===== config.mk =====
export PLATFORM = sky130hd
export DESIGN_NAME = alu8_core
export DESIGN_NICKNAME = d
export VERILOG_FILES = /design/src/rtl/alu8_pkg.sv /design/src/rtl/alu8_decode.sv /design/src/rtl/alu8_addsub.sv /design/src/rtl/alu8_bitwise.sv /design/src/rtl/alu8_rotate.sv /design/src/rtl/alu8_core.sv
export SDC_FILE = /design/constraint.sdc
export NUM_CORES = 1
export LEC_CHECK = 0
export BUFFER_PORTS_ARGS = -buffer_cell sky130_fd_sc_hd__buf_2
export CAP_MARGIN = 20
export CORE_ASPECT_RATIO = 2
export CORE_MARGIN = 5
export CORE_UTILIZATION = 55
export DETAILED_ROUTE_END_ITERATION = 12
export MAX_ROUTING_LAYER = met4
export PLACE_DENSITY = 0.81
export SYNTH_ARGS = -nofsm -noshare
export SYNTH_HDL_FRONTEND = slang
export SYNTH_SLANG_ARGS = --single-unit

===== constraint.sdc =====
create_clock -name vclk -period 6.2
set_input_delay 0.62 -clock vclk [all_inputs]
set_output_delay 0.62 -clock vclk [all_outputs]
set_load 0.01 [all_outputs]

===== src/rtl/alu8_pkg.sv =====
package alu8_pkg;

    localparam int OP_BITS = 4;

    typedef enum logic [OP_BITS-1:0] {
        OP_ADD  = 4'd0,
        OP_SUB  = 4'd1,
        OP_AND  = 4'd2,
        OP_IOR  = 4'd3,
        OP_XOR  = 4'd4,
        OP_COM  = 4'd5,
        OP_INC  = 4'd6,
        OP_DEC  = 4'd7,
        OP_RLC  = 4'd8,
        OP_RRC  = 4'd9,
        OP_SWAP = 4'd10,
        OP_CLR  = 4'd11,
        OP_PASS = 4'd12
    } alu_op_e;

    typedef enum logic [2:0] {
        SRC_ADDER = 3'd0,
        SRC_LOGIC = 3'd1,
        SRC_ROT   = 3'd2,
        SRC_PASS  = 3'd3,
        SRC_ZERO  = 3'd4
    } res_src_e;

    typedef enum logic [1:0] {
        ADD_A_PLUS_B  = 2'd0,
        ADD_B_MINUS_A = 2'd1,
        ADD_B_PLUS_1  = 2'd2,
        ADD_B_MINUS_1 = 2'd3
    } add_mode_e;

    typedef struct packed {
        logic z;
        logic dc;
        logic c;
    } flag_t;

endpackage


===== src/rtl/alu8_decode.sv =====
module alu8_decode
    import alu8_pkg::*;
(
    input  logic [OP_BITS-1:0] op_sel,
    output res_src_e           src,
    output add_mode_e          add_mode,
    output flag_t              upd
);

    alu_op_e op;
    assign op = alu_op_e'(op_sel);

    always_comb begin
        src      = SRC_ZERO;
        add_mode = ADD_A_PLUS_B;
        upd      = '0;
        case (op)
            OP_ADD: begin
                src      = SRC_ADDER;
                add_mode = ADD_A_PLUS_B;
                upd      = '{z: 1'b1, dc: 1'b1, c: 1'b1};
            end
            OP_SUB: begin
                src      = SRC_ADDER;
                add_mode = ADD_B_MINUS_A;
                upd      = '{z: 1'b1, dc: 1'b1, c: 1'b1};
            end
            OP_INC: begin
                src      = SRC_ADDER;
                add_mode = ADD_B_PLUS_1;
                upd.z    = 1'b1;
            end
            OP_DEC: begin
                src      = SRC_ADDER;
                add_mode = ADD_B_MINUS_1;
                upd.z    = 1'b1;
            end
            OP_AND, OP_IOR, OP_XOR, OP_COM: begin
                src   = SRC_LOGIC;
                upd.z = 1'b1;
            end
            OP_RLC, OP_RRC: begin
                src   = SRC_ROT;
                upd.c = 1'b1;
            end
            OP_SWAP: begin
                src = SRC_ROT;
            end
            OP_CLR: begin
                src   = SRC_ZERO;
                upd.z = 1'b1;
            end
            OP_PASS: begin
                src   = SRC_PASS;
                upd.z = 1'b1;
            end
            default: begin
                src = SRC_ZERO;
                upd = '0;
            end
        endcase
    end

endmodule


===== src/rtl/alu8_addsub.sv =====
module alu8_addsub #(
    parameter int WIDTH  = 8,
    parameter int NIBBLE = 4
) (
    input  logic [WIDTH-1:0] x,
    input  logic [WIDTH-1:0] y,
    input  logic             cin,
    output logic [WIDTH-1:0] sum,
    output logic             nib_co,
    output logic             co
);

    localparam int HI_W = WIDTH - NIBBLE;

    logic [NIBBLE:0] lo_part;
    logic [HI_W:0]   hi_part;

    always_comb begin
        lo_part = {1'b0, x[NIBBLE-1:0]} + {1'b0, y[NIBBLE-1:0]}
                + {{NIBBLE{1'b0}}, cin};
        hi_part = {1'b0, x[WIDTH-1:NIBBLE]} + {1'b0, y[WIDTH-1:NIBBLE]}
                + {{HI_W{1'b0}}, lo_part[NIBBLE]};
    end

    assign sum    = {hi_part[HI_W-1:0], lo_part[NIBBLE-1:0]};
    assign nib_co = lo_part[NIBBLE];
    assign co     = hi_part[HI_W];

endmodule


===== src/rtl/alu8_bitwise.sv =====
module alu8_bitwise
    import alu8_pkg::*;
#(
    parameter int WIDTH = 8
) (
    input  logic [OP_BITS-1:0] op_sel,
    input  logic [WIDTH-1:0]   a,
    input  logic [WIDTH-1:0]   b,
    output logic [WIDTH-1:0]   y
);

    always_comb begin
        case (alu_op_e'(op_sel))
            OP_AND:  y = a & b;
            OP_IOR:  y = a | b;
            OP_XOR:  y = a ^ b;
            OP_COM:  y = ~b;
            default: y = '0;
        endcase
    end

endmodule


===== src/rtl/alu8_rotate.sv =====
module alu8_rotate
    import alu8_pkg::*;
#(
    parameter int WIDTH = 8
) (
    input  logic [OP_BITS-1:0] op_sel,
    input  logic [WIDTH-1:0]   b,
    input  logic               cin,
    output logic [WIDTH-1:0]   y,
    output logic               co
);

    localparam int HALF = WIDTH / 2;

    logic [WIDTH-1:0] swapped;

    genvar gi;
    generate
        for (gi = 0; gi < HALF; gi++) begin : g_swap
            assign swapped[gi]        = b[gi + HALF];
            assign swapped[gi + HALF] = b[gi];
        end
    endgenerate

    always_comb begin
        case (alu_op_e'(op_sel))
            OP_RLC: begin
                y  = {b[WIDTH-2:0], cin};
                co = b[WIDTH-1];
            end
            OP_RRC: begin
                y  = {cin, b[WIDTH-1:1]};
                co = b[0];
            end
            OP_SWAP: begin
                y  = swapped;
                co = 1'b0;
            end
            default: begin
                y  = '0;
                co = 1'b0;
            end
        endcase
    end

endmodule


===== src/rtl/alu8_core.sv =====
module alu8_core
    import alu8_pkg::*;
#(
    parameter int WIDTH  = 8,
    parameter int NIBBLE = 4
) (
    input  logic [WIDTH-1:0]   opnd_w,
    input  logic [WIDTH-1:0]   opnd_f,
    input  logic [OP_BITS-1:0] op_sel,
    input  logic               carry_in,
    output logic [WIDTH-1:0]   result,
    output logic               flag_z,
    output logic               flag_dc,
    output logic               flag_c,
    output logic               upd_z,
    output logic               upd_dc,
    output logic               upd_c
);

    res_src_e         src;
    add_mode_e        add_mode;
    flag_t            upd;
    logic [WIDTH-1:0] add_x;
    logic             add_cin;
    logic [WIDTH-1:0] add_sum;
    logic             add_nib_co;
    logic             add_co;
    logic [WIDTH-1:0] logic_y;
    logic [WIDTH-1:0] rot_y;
    logic             rot_co;
    logic             res_zero;

    alu8_decode u_dec (
        .op_sel   (op_sel),
        .src      (src),
        .add_mode (add_mode),
        .upd      (upd)
    );

    always_comb begin
        case (add_mode)
            ADD_A_PLUS_B: begin
                add_x   = opnd_w;
                add_cin = 1'b0;
            end
            ADD_B_MINUS_A: begin
                add_x   = ~opnd_w;
                add_cin = 1'b1;
            end
            ADD_B_PLUS_1: begin
                add_x   = '0;
                add_cin = 1'b1;
            end
            default: begin
                add_x   = '1;
                add_cin = 1'b0;
            end
        endcase
    end

    alu8_addsub #(.WIDTH(WIDTH), .NIBBLE(NIBBLE)) u_add (
        .x      (add_x),
        .y      (opnd_f),
        .cin    (add_cin),
        .sum    (add_sum),
        .nib_co (add_nib_co),
        .co     (add_co)
    );

    alu8_bitwise #(.WIDTH(WIDTH)) u_bit (
        .op_sel (op_sel),
        .a      (opnd_w),
        .b      (opnd_f),
        .y      (logic_y)
    );

    alu8_rotate #(.WIDTH(WIDTH)) u_rot (
        .op_sel (op_sel),
        .b      (opnd_f),
        .cin    (carry_in),
        .y      (rot_y),
        .co     (rot_co)
    );

    always_comb begin
        case (src)
            SRC_ADDER: result = add_sum;
            SRC_LOGIC: result = logic_y;
            SRC_ROT:   result = rot_y;
            SRC_PASS:  result = opnd_f;
            default:   result = '0;
        endcase
    end

    assign res_zero = ~|result;

    assign flag_z  = upd.z  & res_zero;
    assign flag_dc = upd.dc & add_nib_co;
    assign flag_c  = upd.c  & ((src == SRC_ROT) ? rot_co : add_co);
    assign upd_z   = upd.z;
    assign upd_dc  = upd.dc;
    assign upd_c   = upd.c;

endmodule


==> run summary <==
Slew Limit Fails -> 0
Synth Area in XOR/XNOR -> 2.28%
Worst Tran Pin Value -> 882 ps
Input/output buffers -> 35
Worst hold path cell count -> 4
Final Net Count -> 286
Sequential cells -> 0
Drt total wl -> 4.95 mm
Hold Startpoint -> opnd_f[0]
Status -> complete, no violations
Largest family of logic cells by synthesized area -> compound AO/OA/AOI/OAI gates
Vias in the first global route -> 1757
# DRC -> 0
GRT met1 Usage -> 28.1%
WL per Instance -> 18.8 um
Drt first-iter violations -> 115
Worst vdd ir -> 63.1 uV
Grt ovf -> 0
WP data arrival -> 5290 ps
Worst EP required -> 5580 ps
Starting Density -> 56.1%
Post-CTS Setup Bufs -> 0
Max-slew headroom -> 40.7%
Row count -> 27
Die X -> 47.4 um
Post-Syn Area per Cell -> 7.56 um^2
HPWL Detailed -> 4.00 mm
First-pass GRT wire length -> 7.87 mm
# diodes -> 0
Initial antenna violation count -> 0
Part of the cycle the worst path needs -> 95.4%
Met2 Track Usage GR -> 43.8%
Largest net degree at the start of global routing -> 45
Mapped Cells -> 203
IO Pins -> 35
Hold EP -> flag_c
M3 GR Usage -> 2.36%
Worst Hold Class -> in2out
Fin util -> 63.9%
Clock buf count -> 0
Final min period -> 5910 ps
Drt pass-1 iters -> 4
Detail Route Antenna Nets -> 0
# setup viols final -> 0
Most common cell after layout, fill and taps aside -> buf_2
Critical path class -> in2out
Tot GR Track Use -> 26.5%
Cell Area, Synth -> 1540 um^2
Area grow syn2layout -> 13.9%
Routed vias -> 1754
Leak -> 0.948 nW
Setup tns final -> 0 ps
Highest achievable clock rate -> 169 MHz
Syn Nets -> 253
Routability cong. -> 1.01
# Max-Cap Violations -> 0
Adder-cell share of the synthesized area -> 25.6%
Simple logic cell fraction of the synthesized area -> 23.7%
CP Max Fanout -> 16
Vias/cell -> 6.67
Distinct cells, synth -> 56
Worst Setup End Kind -> primary output
Synthesis warning total -> 0
Hold Vio Cnt, Final -> 0
Reg area -> 0 um^2
Post-place setup slack -> 143 ps
Layout cells sized above 1 -> 24.4%
Final setup margin -> 288 ps
Post-synthesis mux area share -> 7.99%
Core area -> 2740 um^2
Most frequent cells in the layout -> buf_2 (35), ha_1 (25), inv_1 (24)
Sequential share of the synthesized area -> 0%
Die height -> 84.7 um
Gr busiest metal -> met2
Compound-Gate Fraction of Synth Area -> 29.5%
CP Launch Type -> input port
Die area -> 4010 um^2
P per Cell Area -> 90.3 nW/um^2
FILL cells -> 266
[critical path, stage by stage]
cell and delay, ps:
buf_2 230, and2b_1 290, nor3_4 280, nand2_1 150, ha_1 230, a211oi_1 310
fa_1 240, inv_1 60, fa_1 400, a21o_1 170, a21oi_1 220, fa_1 230
inv_1 60, fa_1 390, xor2_1 180, a22oi_1 140, o221ai_1 170, or4_4 550
nor4b_4 210, buf_2 160
[Yosys cell counts (3+ instances only)]
master    count  area, um^2
a21o_1        3        22.5
inv_1        24        90.1
nor2b_1       9        56.3
o211ai_1      3        22.5
a211oi_1      4        30.0
buf_2         5        25.0
ha_1         25         313
clkbuf_1      3        11.3
mux2i_1       7        70.1
nor3_1        6        30.0
nor2_1        9        33.8
a21oi_1       8        40.0
o221ai_1      3        26.3
nand2_1      18        67.6
o21ai_0       3        15.0
a22oi_1       3        22.5
fa_1          4        80.1
nand3b_1      4        30.0
a211o_1       7        61.3
nand2b_1      5        31.3
[metal layers]
metal / part of all wire (%) / wire length, um
met1: 34 / 1690
met2: 50 / 2470
met3: 7.7 / 379
met4: 8.2 / 405
met5: 0 / 0
[how the worst max path moves through the flow]
| stage | startpoint | end | slack, ps | cells past startpoint |
|---|---|---|---|---|
| final | op_sel[2] | flag_z | 290 | 20 |
| after global routing | op_sel[2] | flag_z | -1 | 20 |
| after CTS | op_sel[2] | flag_z | 140 | 20 |
| after detailed placement | op_sel[2] | flag_z | 140 | 20 |
| after global placement | op_sel[2] | flag_z | 360 | 20 |
| after floorplan | op_sel[2] | flag_z | 700 | 19 |
[metrics by stage]
step | cell area, um^2 | instances | hold WS (ps) | power, mW
2_1_floorplan | 1540 | 203 | 1410 | 0.104
3_3_place_gp | 1740 | 263 | 1670 | 0.150
3_5_place_dp | 1740 | 263 | 1670 | 0.154
4_1_cts | 1740 | 263 | 1680 | 0.155
5_1_grt | 1750 | 263 | 1690 | 0.173
6_report | 1750 | 263 | 1690 | 0.158
[layout make-up]
class                           instances  area [um^2]  share of cell area (%)
Timing Repair Buffer                   44          243                    13.9
Tap cell                               29         36.3                    2.08
Multi-Input combinational cell        166         1380                    78.9
Inverter                               24         90.1                    5.15
[power breakdown]
group          internal (mW)  leakage [nW]  total [mW]  switching [mW]
clock                      0             0           0               0
sequential                 0             0           0               0
combinational         0.0675         0.948       0.158          0.0903
[cell families (layout without fill, tap and decap cells)]
group / Yosys count / in the layout
mux: 11 / 11
simple gates: 65 / 65
xor+xnor: 4 / 4
compound gates: 57 / 57
fa+ha+maj: 29 / 29
buf+inv: 37 / 68
[timing repair]
action	CTS	global route
gates resized for setup	0	2
hold buffers	0	0
endpoints found under the setup margin	0	1
Note: power is estimated with default switching activity, not from simulation.
